**config.mk**
```make
export PLATFORM = sky130hd
export DESIGN_NAME = ditgen_top
export DESIGN_NICKNAME = d
export VERILOG_FILES = /design/src/rtl/ditgen_pkg.sv /design/src/rtl/ditgen_ram.sv /design/src/rtl/ditgen_seq.sv /design/src/rtl/ditgen_top.sv
export SDC_FILE = /design/constraint.sdc
export NUM_CORES = 1
export LEC_CHECK = 0
export BUFFER_PORTS_ARGS = -buffer_cell sky130_fd_sc_hd__buf_2
export CAP_MARGIN = 20
export CORE_ASPECT_RATIO = 0.6
export CORE_MARGIN = 3
export CORE_UTILIZATION = 62
export CTS_CLUSTER_SIZE = 25
export DETAILED_ROUTE_END_ITERATION = 8
export PLACE_DENSITY = 0.79
export SLEW_MARGIN = 20
export SYNTH_ARGS = -nofsm -noshare
export SYNTH_HDL_FRONTEND = slang
export SYNTH_SLANG_ARGS = --single-unit
```
**constraint.sdc**
```tcl
create_clock -name clk -period 3.65 [get_ports clk]
set_clock_uncertainty 0.2 [all_clocks]
set_input_delay 0.5475 -clock clk [delete_from_list [all_inputs] [get_ports clk]]
set_output_delay 0.5475 -clock clk [all_outputs]
set_load 0.02 [all_outputs]
```
**src/rtl/ditgen_pkg.sv**
```systemverilog
package ditgen_pkg;

    typedef enum logic [1:0] {
        ST_IDLE = 2'd0,
        ST_SEED = 2'd1,
        ST_FETCH = 2'd2,
        ST_PLACE = 2'd3
    } dg_state_e;

endpackage

```
**src/rtl/ditgen_ram.sv**
```systemverilog
module ditgen_ram #(
    parameter int AW = 5,
    parameter int DW = 5
) (
    input  logic          clk,
    input  logic          we,
    input  logic [AW-1:0] addr,
    input  logic [DW-1:0] wdata,
    output logic [DW-1:0] rdata
);
    localparam int DEPTH = 1 << AW;

    logic [DW-1:0] mem [DEPTH];

    always_ff @(posedge clk) begin
        if (we) begin
            mem[addr] <= wdata;
        end
        rdata <= mem[addr];
    end

endmodule

```
**src/rtl/ditgen_seq.sv**
```systemverilog
module ditgen_seq
    import ditgen_pkg::*;
#(
    parameter int NMAX = 5
) (
    input  logic                        clk,
    input  logic                        rst_n,
    input  logic                        start,
    input  logic [$clog2(NMAX+1)-1:0]   n_sel,
    output logic                        busy,
    output logic                        done,
    output logic [$clog2(NMAX+1)-1:0]   run_n,
    output logic                        ram_we,
    output logic [NMAX-1:0]             ram_addr,
    output logic [NMAX-1:0]             ram_wdata,
    input  logic [NMAX-1:0]             ram_rdata
);
    localparam int AW = NMAX;
    localparam int PW = AW + 1;
    localparam int NW = $clog2(NMAX + 1);

    typedef struct packed {
        dg_state_e     st;
        logic [NW-1:0] n;
        logic [NW-1:0] pass;
        logic [PW-1:0] tile;
        logic [AW-1:0] delta;
        logic [PW-1:0] base;
        logic          done;
    } seq_t;

    seq_t r_d, r_q;

    logic [NW-1:0] n_clamp;
    logic [PW-1:0] span;
    logic [PW-1:0] next_base;

    always_comb begin
        n_clamp   = (n_sel > NW'(NMAX)) ? NW'(NMAX) : n_sel;
        span      = PW'(1) << r_q.n;
        next_base = r_q.base + r_q.tile;

        r_d       = r_q;
        r_d.done  = 1'b0;
        ram_we    = 1'b0;
        ram_addr  = AW'(r_q.base);
        ram_wdata = ram_rdata + r_q.delta;

        case (r_q.st)
            ST_IDLE: begin
                if (start) begin
                    r_d.n     = n_clamp;
                    r_d.pass  = '0;
                    r_d.tile  = PW'(1) << n_clamp;
                    r_d.delta = AW'(1);
                    r_d.base  = '0;
                    r_d.st    = ST_SEED;
                end
            end
            ST_SEED: begin
                ram_we    = 1'b1;
                ram_addr  = '0;
                ram_wdata = '0;
                if (r_q.n == '0) begin
                    r_d.st   = ST_IDLE;
                    r_d.done = 1'b1;
                end else begin
                    r_d.st = ST_FETCH;
                end
            end
            ST_FETCH: begin
                r_d.st = ST_PLACE;
            end
            ST_PLACE: begin
                ram_we   = 1'b1;
                ram_addr = AW'(r_q.base + (r_q.tile >> 1));
                if (next_base == span) begin
                    if (r_q.pass + NW'(1) == r_q.n) begin
                        r_d.st   = ST_IDLE;
                        r_d.done = 1'b1;
                    end else begin
                        r_d.pass  = r_q.pass + NW'(1);
                        r_d.tile  = r_q.tile >> 1;
                        r_d.delta = r_q.delta << 1;
                        r_d.base  = '0;
                        r_d.st    = ST_FETCH;
                    end
                end else begin
                    r_d.base = next_base;
                    r_d.st   = ST_FETCH;
                end
            end
            default: begin
                r_d.st = ST_IDLE;
            end
        endcase
    end

    always_ff @(posedge clk or negedge rst_n) begin
        if (!rst_n) begin
            r_q <= '{st: ST_IDLE, n: '0, pass: '0, tile: '0,
                     delta: '0, base: '0, done: 1'b0};
        end else begin
            r_q <= r_d;
        end
    end

    assign busy  = (r_q.st != ST_IDLE);
    assign done  = r_q.done;
    assign run_n = r_q.n;

endmodule

```
**src/rtl/ditgen_top.sv**
```systemverilog
module ditgen_top #(
    parameter int NMAX = 5
) (
    input  logic                       clk,
    input  logic                       rst_n,
    input  logic                       start,
    input  logic [$clog2(NMAX+1)-1:0]  n_sel,
    output logic                       busy,
    output logic                       done,
    input  logic [NMAX-1:0]            rd_addr,
    output logic [NMAX-1:0]            rd_data
);
    localparam int AW = NMAX;
    localparam int NW = $clog2(NMAX + 1);

    logic [NW-1:0] run_n;
    logic          seq_we;
    logic [AW-1:0] seq_addr;
    logic [AW-1:0] seq_wdata;
    logic [AW-1:0] ram_addr;
    logic [AW-1:0] ram_rdata;

    ditgen_seq #(.NMAX(NMAX)) i_seq (
        .clk       (clk),
        .rst_n     (rst_n),
        .start     (start),
        .n_sel     (n_sel),
        .busy      (busy),
        .done      (done),
        .run_n     (run_n),
        .ram_we    (seq_we),
        .ram_addr  (seq_addr),
        .ram_wdata (seq_wdata),
        .ram_rdata (ram_rdata)
    );

    assign ram_addr = busy ? seq_addr : rd_addr;

    ditgen_ram #(.AW(AW), .DW(AW)) i_ram (
        .clk   (clk),
        .we    (seq_we),
        .addr  (ram_addr),
        .wdata (seq_wdata),
        .rdata (ram_rdata)
    );

    assign rd_data = ram_rdata;

endmodule

```
==> qor.txt <==
status: finished clean
Cell Pwr Density: 1059 nW/um^2
H-tree depth: 4
share of flip-flops with an asynchronous set or reset: 13.61%
Final Hold Viols: 0
# fillers: 805
max_slew headroom: 37.19%
Core ar.: 13,210 sq um
DR pass1 iterations: 5
Final min period: 3.568 ns
final antenna-violating net count: 0
CTS tree: done
clock latency on the worst-skew pair: 0.43 ns
Initial Utilization: 65.30%
synth warn: 0
Fmax: 0.2803 GHz
first-pass GRT wire length: 31,260 um
sequential element share of the synthesized area: 64.39%
Area contributors post-synth: edfxtp_1 (56%), mux4_2 (9.4%), dfrtp_1 (7.5%)
Switching Power: 4127 uW
most area-hungry cell type in the Yosys netlist: edfxtp_1
io pins: 18
Switching Share: 40.04%
Die X: 158.3 um
pre-CTS setup slack: 0.08348 ns
MaxCap Viol Count: 0
Initial DRC Count: 651
library cells used by synthesis: 59
port bufs: 17
Routed WL: 19,810 um
Final GP Congestion: 0.9422
CP Launch Type: flip-flop
Syn Area/Cell: 14.62 sq um
Via Count: 5,543
DR vias/cell: 6.735
largest stage delay on the critical path: 0.56 ns
Mapped Cells: 590
largest net degree at the start of global routing: 34
RSZ-0062 raised after global routing: no
Max FO, Critical Path: 19
CP Cell Sequence: ha_1, fa_1, or3b_1, a211oi_1, o31ai_1, mux2i_1, o31ai_4, buf_6, o41ai_1, a31oi_1
GRT Overall Usage: 27.37%
number of synthesized register bits: 191
arrival time worst endpoint: 3.66 ns
worst hold-check path type: input port to flip-flop
Int Pwr: 6179 uW
Die H: 97.38 um
Top Family by Delay on Critical Path: compound AO/OA/AOI/OAI gates
count of flip-flops with a built-in enable after synthesis: 160
drc violations: 0
clock buffer depth: 2
crit share post-route: 97.76%
Static Leak: 0.003466 uW
Critical Path End Type: flip-flop
Clk pwr share: 17.7%
Max VDD drop: 926.1 uV
GRT overflow: 0
# rows: 32
Avg WL per Cell: 24.08 um
Yosys top cell area share: 55.68%
vias in the first global route: 5,416
slowest stage cell, crit path: fa_1
root buf cell: clkbuf_16
fin nets: 672
count of final setup violators: 0
Area Overhead vs Synth: 12.80%
register clock-pin slew on the reported worst setup and hold paths: 0.07 ns
final instance area: 9733 sq um
TritonCTS buffer count: 17
sequential power share: 34.0%
layout cells sized above 1: 21.13%
clk sinks: 191
WP data required: 3.74 ns
worst path buffer plus inverter count: 1
Slew @ Worst Pin: 0.9422 ns
Area after DPL: 9100 sq um
Pins Over Slew Limit: 0
DP HPWL: 13,990 um
class of the most critical setup path: flip-flop to flip-flop
Post-synth top flop: edfxtp_1
Post-Syn Nets: 622
Die ar.: 15,410 sq um
setup ws final: 0.08183 ns
Comb power frac: 48.3%
antenna diode count: 0
setup_tns: 0 ns
Mapped Area: 8628 sq um
initial antenna violation count: 0
## layer usage
layer  track usage, %  vias to the layer above  wire [um]
li1                 -                     2393          -
met1            44.43                     2761       8722
met2            35.43                      368       8316
met3            9.613                       21       2530
met4            6.609                        0        245
met5                0                        -          0
## cell usage after synthesis, types with 10 or more instances
cell      instances
clkbuf_1         10
ha_1             18
nand3_1          34
mux4_2           36
buf_2            12
nor3_1           14
nor2_1           42
nand2_1          48
a21oi_1          21
inv_1            11
nand2b_1         11
o211ai_1         12
edfxtp_1        160
xnor2_1          10
dfrtp_1          26
mux2i_1          10
## worst reg2reg max path: stages (launching register included)
cell and delay, ns:
dfrtp_1 0.45, ha_1 0.27, fa_1 0.56, or3b_1 0.38
a211oi_1 0.24, o31ai_1 0.11, mux2i_1 0.24, o31ai_4 0.19
buf_6 0.21, o41ai_1 0.43, a31oi_1 0.16
## metrics by stage
step                std cells  utilization, %  hold WS [ns]  total power, uW
finish                    823           73.66        0.2635            10310
CTS                       819           73.37        0.2473            10190
floorplan                 590               -       0.05191             6773
global placement          785           68.76        0.3019             8111
detailed placement        786           68.87        0.3181             8371
global route              823           73.66        0.2761            10830
## cell type report
cell class / count / area, sq um / share of cell area [%]
clock inverters: 10 / 98.84 / 1.016
clock buffers: 22 / 485.5 / 4.988
repair buffers: 61 / 441.7 / 4.538
inverters: 12 / 45.04 / 0.4628
flip-flops and latches: 191 / 5555 / 57.08
well taps: 170 / 212.7 / 2.185
multi-input cells: 357 / 2894 / 29.73
## what timing repair did
action                                  4_1_cts  5_1_grt
endpoints found under the hold margin        26        0
endpoints found under the setup margin        0        1
gates resized for setup                       0        0
hold buffers                                  1        0
setup buffers                                 0        3
## power groups by stage
stage | Clock [uW] | Sequential, uW | Combinational [uW]
final | 1820 | 3500 | 4980
after global routing | 1930 | 3530 | 5360
after CTS | 1840 | 3500 | 4860
after detailed placement | 0 | 3540 | 4830
after global placement | 0 | 3520 | 4590
after floorplan | 0 | 3500 | 3270
## state kept, by name, summed over array words and instances (netlist names)
register	cells
i_seq.r_q	22
i_ram.mem	160
i_seq.done	1
i_ram.rdata	5
i_seq.run_n	3
## cells in the final DEF, fill, tap and decap left out, drive strengths merged, types with 8 or more instances in the layout
master and n:
nor2 42, edfxtp 160, ha 18, xnor2 10
nand3 34, nand2b 11, clkbuf 22, inv 17
o21ai 9, nand2 48, a21oi 21, buf 60
mux2i 10, a21o 8, dfrtp 26, nor3 14
o211ai 12, a31oi 8, mux4 36
## kinds of logic (layout without fill, tap and decap cells)
kind of cell,count (synthesis),in the layout,synth area share (%)
buffers and inverters,42,105,2.306
AOI/OAI and AO/OA,99,99,8.193
adders and majority gates,21,21,3.306
and+or+nand+nor,174,174,9.469
DFF,191,191,64.39
xor gates and xnor gates,15,15,1.523
muxes,48,48,10.82
## path summary, 6_finish.rpt
kind                                            from                   endpoint  slack, ns  cells past startpoint
max in group asynchronous                      rst_n   i_seq.r_q[2]$_DFFE_PN0P_       2.36                      2
hold / removal                              n_sel[0]  i_seq.r_q[15]$_DFFE_PN0P_       0.26                      3
hold reg to reg            i_seq.r_q[19]$_DFFE_PN0P_  i_seq.r_q[19]$_DFFE_PN0P_       0.34                      2
min in group asynchronous                      rst_n       i_seq.done$_DFF_PN0_       0.48                      2
setup reg to reg            i_seq.r_q[1]$_DFFE_PN0P_  i_seq.r_q[25]$_DFFE_PN0P_       0.08                     10
setup / recovery            i_seq.r_q[1]$_DFFE_PN0P_  i_seq.r_q[25]$_DFFE_PN0P_       0.08                     10
(Power assumes the default switching activity.)
